`src/rtl/refclk_switch.sv`:
```
module refclk_switch #(
  parameter int SYNC_STAGES  = 2,
  parameter int SETTLE_EDGES = 2
) (
  input  logic       clk,
  input  logic       rst,
  input  logic [7:0] cfg,
  input  logic [4:0] mon_sel,
  input  logic       sel_pin,
  input  logic       ref1_clk,
  input  logic       ref2_clk,
  input  logic       ref1_good,
  input  logic       ref2_good,
  input  logic       clk_good,
  input  logic       dlock,
  input  logic       holdover,
  output logic       ref_out,
  output logic       ref_sel,
  output logic       swo_pulse,
  output logic       pwr1_en,
  output logic       pwr2_en,
  output logic       mon_out
);
  localparam int CW = $clog2(SETTLE_EDGES + 1);
  localparam int B_AUTO = 0, B_STAY = 1, B_PIN = 2, B_MSEL = 3;
  localparam int B_DIFF = 4, B_PWR1 = 5, B_PWR2 = 6, B_DGOFF = 7;

  typedef enum logic [1:0] {RUN, DRAIN, SETTLE} st_t;

  logic [7:0] sy [SYNC_STAGES];
  logic [7:0] s;
  logic r1s, r2s, pins, g1s, g2s, cks, dls, hos;
  logic r1p, r2p;
  logic auto_on, want, old_clk, new_rise;
  logic sel_good, unsel_good, sel_clk, unsel_clk, src;
  logic gate;
  logic [CW-1:0] edges;
  st_t st;

  always_ff @(posedge clk) begin
    if (rst) begin
      for (int i = 0; i < SYNC_STAGES; i++) sy[i] <= '0;
      r1p <= 1'b0;
      r2p <= 1'b0;
    end else begin
      sy[0] <= {holdover, dlock, clk_good, ref2_good, ref1_good, sel_pin, ref2_clk, ref1_clk};
      for (int i = 1; i < SYNC_STAGES; i++) sy[i] <= sy[i-1];
      r1p <= r1s;
      r2p <= r2s;
    end
  end

  assign s = sy[SYNC_STAGES-1];
  assign {hos, dls, cks, g2s, g1s, pins, r2s, r1s} = s;

  assign auto_on = cfg[B_AUTO] & ~cfg[B_DIFF];
  assign pwr1_en = cfg[B_PWR1] | auto_on;
  assign pwr2_en = cfg[B_PWR2] | auto_on;

  always_comb begin
    if (cfg[B_DIFF])
      want = 1'b0;
    else if (auto_on)
      want = ref_sel ? ~(g1s & (~cfg[B_STAY] | ~g2s)) : (~g1s & g2s);
    else
      want = cfg[B_PIN] ? pins : cfg[B_MSEL];
  end

  assign old_clk  = ref_sel ? r2s : r1s;
  assign new_rise = ref_sel ? (r2s & ~r2p) : (r1s & ~r1p);

  always_ff @(posedge clk) begin
    if (rst) begin
      st        <= RUN;
      gate      <= 1'b1;
      edges     <= '0;
      ref_sel   <= 1'b0;
      swo_pulse <= 1'b0;
    end else begin
      swo_pulse <= 1'b0;
      if (cfg[B_DGOFF]) begin
        st    <= RUN;
        gate  <= 1'b1;
        edges <= '0;
        if (want != ref_sel) begin
          ref_sel   <= want;
          swo_pulse <= 1'b1;
        end
      end else begin
        case (st)
          RUN: if (want != ref_sel) begin
            gate <= 1'b0;
            st   <= DRAIN;
          end
          DRAIN: if (want == ref_sel) begin
            gate <= 1'b1;
            st   <= RUN;
          end else if (!old_clk) begin
            ref_sel   <= ~ref_sel;
            swo_pulse <= 1'b1;
            edges     <= '0;
            st        <= SETTLE;
          end
          SETTLE: if (new_rise) begin
            if (edges == CW'(SETTLE_EDGES - 1)) begin
              gate  <= 1'b1;
              edges <= '0;
              st    <= RUN;
            end else begin
              edges <= edges + CW'(1);
            end
          end
          default: st <= RUN;
        endcase
      end
    end
  end

  assign ref_out = gate & old_clk;

  assign sel_clk    = old_clk;
  assign unsel_clk  = ~cfg[B_DIFF] & (ref_sel ? r1s : r2s);
  assign sel_good   = ref_sel ? g2s : g1s;
  assign unsel_good = ~cfg[B_DIFF] & (ref_sel ? g1s : g2s);

  always_comb begin
    case (mon_sel[3:0])
      4'd1:    src = r1s;
      4'd2:    src = r2s;
      4'd3:    src = sel_clk;
      4'd4:    src = unsel_clk;
      4'd5:    src = sel_good;
      4'd6:    src = unsel_good;
      4'd7:    src = g1s;
      4'd8:    src = g2s;
      4'd9:    src = g1s & g2s;
      4'd10:   src = dls & sel_good & cks;
      4'd11:   src = cks;
      4'd12:   src = ref_sel;
      4'd13:   src = dls;
      4'd14:   src = hos;
      default: src = 1'b0;
    endcase
  end

  assign mon_out = (mon_sel[3:0] == 4'hF) ? 1'b0 : (src ^ mon_sel[4]);
endmodule

```
`config.mk`:
```
export PLATFORM = sky130hd
export DESIGN_NAME = refclk_switch
export DESIGN_NICKNAME = d
export VERILOG_FILES = /design/src/rtl/refclk_switch.sv
export SDC_FILE = /design/constraint.sdc
export NUM_CORES = 1
export LEC_CHECK = 0
export ABC_AREA = 1
export BUFFER_PORTS_ARGS = -buffer_cell sky130_fd_sc_hd__buf_2
export CAP_MARGIN = 20
export CORE_MARGIN = 2
export CORE_UTILIZATION = 45
export CTS_CLUSTER_DIAMETER = 120
export DETAILED_ROUTE_END_ITERATION = 16
export PLACE_DENSITY_LB_ADDON = 0.1
export SLEW_MARGIN = 10
export SYNTH_ARGS = -nofsm -noshare
export SYNTH_HDL_FRONTEND = slang
export SYNTH_SLANG_ARGS = --single-unit
```
`constraint.sdc`:
```
create_clock -name clk -period 2.2 [get_ports clk]
set_input_delay 0.11 -clock clk [delete_from_list [all_inputs] [get_ports clk]]
set_output_delay 0.11 -clock clk [all_outputs]
set_load 0.05 [all_outputs]
```
* Word level (Yosys, flattened, before mapping) *
Memory sizes are Yosys's and may differ from the RTL's.
Cells that the tools add are included.

cells by class
  add/subtract/negate cells = 1
  equality and inequality tests = 30
  mux-type cells = 42
  bitwise logic cells = 25
  reduce and logical (&&, ||, !) cells = 9

operator list
  kind                 count
  $eq 4x4->1 const B   8
  $mux 1               27
  $mux 2               9
  $eq 4x3->1 const B   4
  $mux 8               2
  $ne 2x2->1 const B   8
  $pmux 1 s14          1
  $reduce_and 4->1     3
  $and 1x1->1          11
  $eq 4x2->1 const B   2
  $not 1->1            8
  $pmux 2 s3           1
  $or 1x1->1           5
  $reduce_and 5->1     1
  $eq 2x1->1 const B   2
  $eq 4x1->1 const B   1
  $pmux 2 s2           1
  $reduce_bool 2->1    2
  $ne 3x3->1 const B   1
  $pmux 1 s3           1
  $reduce_bool 3->1    1
  $add 2x1->2 const B  1
  $eq 2x2->1 const B   1
  $logic_not 2->1      1
  other kinds (5)      5

storage, ports and cells
  register bits = 9
  RAM bits = 16
  bits of input ports = 23
  output and inout bits = 6
  memories = 1

memories
  memory  words  bits a word  rd ports  clocked after Yosys merged registers in  wr ports  line  RTL
  sy      2      8            2         0                                        2         30    logic [7:0] sy [SYNC_STAGES];

* Depth between registers and ports, before layout *
  depth in word-level cells = 11
  mapped depth = 12
  mapped depth without buffers = 12

* Least setup slack after synthesis *
Ideal clock, no wire load.

  path kind = reg2out
  start = reg ref_sel
  end = out mon_out
  arrival time = 2.100 ns
  slack = -0.010 ns
  stages on the path, launching flop included = 11
  path buffers = 0
  cell sequence = dfxtp_1 > inv_1 > nand2_1 > nand2_2 > inv_2 > nor2_1 > o21ai_1 > nand4_1 > nand2_1 > nand2_1 > nor2_1

on the way
  longest elaborated chain between the ends = 6

ends and longest elaborated chain
  what                       line  RTL
  start, declared            18    output logic ref_sel,
  start signal, assigned     86    ref_sel <= want;
  start signal, assigned     99    ref_sel <= ~ref_sel;
  $mux 1                     123   assign sel_good = ref_sel ? g2s : g1s;
  $and 1x1->1 (2 in series)  137   4'd10: src = dls & sel_good & cks;
  $pmux 1 s14 *              127   case (mon_sel[3:0])
  $xor 1x1->1 *              146   assign mon_out = (mon_sel[3:0] == 4'hF) ? 1'b0 : (src ^ mon_sel[4]);
  $mux 1 *                   146
  end, declared              22    output logic mon_out

Every way passes the cells marked *; elsewhere a longest branch is shown, timed or not.

* Final worst setup path *
Ends and elaborated chain as after synthesis.

==> flow_metrics.tcl <==
set metrics [dict create \
    dieWidth_um 57.80 \
    rsz0062_at_grt "false" \
    p_switching_w 0.0003028 \
    root_buffer "clkbuf_4" \
    synthAdderAreaFrac_pct 3.842 \
    insertion_delay_ns 0.31 \
    grt_max_degree 22 \
    layout-drive-gt1-share_pct 18.33 \
    seq_power_share_pct 52.3 \
    required_ns 2.09 \
    io_buffers 28 \
    ys.flop_type "dfxtp_1" \
    multi_input_area_um2 620.6 \
    p_int_w 0.0006386 \
    antenna_found_initial 0 \
    synth_common_cells "nand2_1 (48), inv_1 (43), nor2_1 (42)" \
    routed-via-count 1246 \
    hold_class "primary input to flip-flop" \
    synth_simple_gate_area_share_pct 37.56 \
    drtPass1Iterations 4 \
    timing.fmax_ghz 0.5043 \
    drv_cap 0 \
    antenna_cells 0 \
    fin_crit_sh_pct 90.14 \
    cts_tree "yes" \
    ys_seq_elements 25 \
    setup_viol 0 \
    async_flop_share_pct 0 \
    combPwrFrac_pct 25.7 \
    fill_cells 277 \
    synth_area_per_cell_um2 6.448 \
    p_sw_share_pct 32.16 \
    max_stage_delay_ns 0.42 \
    die-area_um2 3341 \
    synth_compound_area_share_pct 6.052 \
    crit_type "flip-flop to output port" \
    synthesis.area_um2 1302 \
    drtIter0Drc 72 \
    avgRoutedWirePerCell_um 8.974 \
    synth-edff-count 0 \
    fin_total_pwr_w 0.0009414 \
    clk_path_buf_depth 2 \
    crit_path_end_kind "output port" \
    cts_buffers 3 \
    yosysMostFrequentCell "nand2_1" \
    start_util_pct 47.23 \
    crit_fanout 5 \
    crit_path_frequent_cell "nand2_1" \
    rows 19 \
    drc 0 \
    grt.overflow.total 0 \
    grt_pass1_wl_mm 4.291 \
    maxSlewHeadroom_pct 76.02 \
    clk_pin_slew_ns 0.13 \
    r2r_slack_ns 0.65 \
    grt_pass1_vias 1097 \
    worstPathCellList "inv_1 -> nand2_1 -> nand2_2 -> inv_2 -> nor2_1 -> o21ai_1 -> nand4_1 -> nand2_1 -> nand2_1 -> nor2_2 -> buf_2" \
    outcome "complete, no violations" \
    ir_worst_vdd_v 0.0005424 \
    crit_arrival_ns 1.87 \
    cts_max_level 1 \
    die_height_um 57.80 \
    num-nets-final 268 \
    power_density_nw_per_um2 594.8 \
    drt-total-wl_mm 2.432 \
    tightest_slew_ns 0.3596 \
    syn_nets 229 \
    via_per_inst 4.598 \
    fin_crit_ns 1.983 \
    hold_viol 0 \
    synth_top_family_by_area "simple AND/OR/NAND/NOR gates" \
    boundaryPins 29 \
    ant_nets 0 \
    regArea_um2 500.5 \
    final_util_pct 57.40 \
    synthXorXnorAreaFrac_pct 0 \
    synth_cells 202 \
    area_growth_pct 21.52 \
    dp_hpwl_mm 1.888 \
    synth_top_area_share_pct 38.42 \
    finClkSkew_ns 0.002682 \
    ys_types 21 \
    grt_use_total_pct 16.12 \
    synth_warnings 0 \
    holdWs_ns 0.1015 \
    synthMuxAreaShare_pct 0 \
    power_leakage_nw 0.8518 \
    yosys-top-cells-area "dfxtp_1 (38%), nand2_1 (14%), inv_1 (12%)" \
    yosysTopAreaCell "dfxtp_1" \
    routabilityCongestion 0.9297 \
    synth-seq-area-share_pct 38.42 \
    coreArea_um2 2758 \
    final.setup.tns_ns 0 \
    crit_slowest_cell "dfxtp_1" \
    critical_path.startpoint_type "flip-flop" \
    power_frac_clock_pct 22.0 \
    maxSlewViolCount 0 \
    cts_sinks 25 \
]
[timing repair]
item	4_1_cts	5_1_grt
endpoints found under the hold margin	8	0
gates resized for setup	0	0
hold buffers	8	0
buffers inserted	0	0
[area by class of cell]
type                            count  area share (%)
Clock buffer                        3           1.423
Clock inverter                      1          0.4743
Inverter                           44           10.43
Multi-Input combinational cell    130           39.21
Sequential cell                    25           31.62
Tap cell                           31           2.451
Timing Repair Buffer               37           14.39
[worst max-delay path: cells and delay by family (launching register included)]
family / cells / cell delay [ns]
AND/OR/NAND/NOR: 7 / 0.54
AO/OA/AOI/OAI: 1 / 0.15
buffers and inverters: 3 / 0.45
flip-flops: 1 / 0.42
[power by group through the flow]
stage | combinational (W) | sequential, W | clock (W)
after floorplan | 0.000167 | 0.000510 | 0
after global placement | 0.000230 | 0.000502 | 0
after detailed placement | 0.000232 | 0.000503 | 0
after CTS | 0.000244 | 0.000493 | 0.000215
after global routing | 0.000276 | 0.000497 | 0.000234
final | 0.000242 | 0.000493 | 0.000207
[registers in the layout, summed over array words and instances (netlist names)]
signal     flops
r1p            1
r2p            1
swo_pulse      1
gate           1
sy            16
st             2
edges          2
ref_sel        1
[placed cells by master, fill, tap and decap left out, drive strengths merged]
| cell type | n |
|---|---|
| nand2 | 53 |
| inv | 44 |
| nor2 | 43 |
| buf | 29 |
| dfxtp | 25 |
| nand3 | 15 |
| dlygate4sd3 | 8 |
| o21ai | 8 |
| ha | 4 |
| clkbuf | 3 |
| o2111ai | 2 |
| o211ai | 1 |
| nand4 | 1 |
| nor3b | 1 |
| o221ai | 1 |
| a21oi | 1 |
| clkinvlp | 1 |
[metrics by stage]
step	instance area (µm²)	cells	setup slack, ns
after floorplan	1305	202	0.2130
final	1583	271	0.2169
after global routing	1583	271	0.05306
after global placement	1473	259	0.6605
after CTS	1583	271	0.2151
after detailed placement	1473	259	0.5933
[kinds of logic (layout without fill, tap and decap cells)]
group | after synthesis | after routing
AO/OA/AOI/OAI | 13 | 13
AND/OR/NAND/NOR | 113 | 113
buffers and inverters | 47 | 85
adder cells (fa/ha/maj) | 4 | 4
flip-flops | 25 | 25
[worst paths after layout]
check                start         to  cells past startpoint
setup / recovery   ref_sel    mon_out                     11
hold / removal      cfg[7]       gate                      3
setup reg to reg   ref_sel      st[1]                     11
hold reg to reg   sy[0][7]  sy[0][15]                      2
[layer usage]
metal  up-vias  share of wire (%)  global-route usage [%]
li1        676                  -                       -
met1       527                 47                   19.64
met2        37                 46                   28.25
met3         6                5.1                   2.009
met4         0                1.7                   7.309
met5         -                  0                       0
No activity file was read; power rests on OpenSTA's default activity.
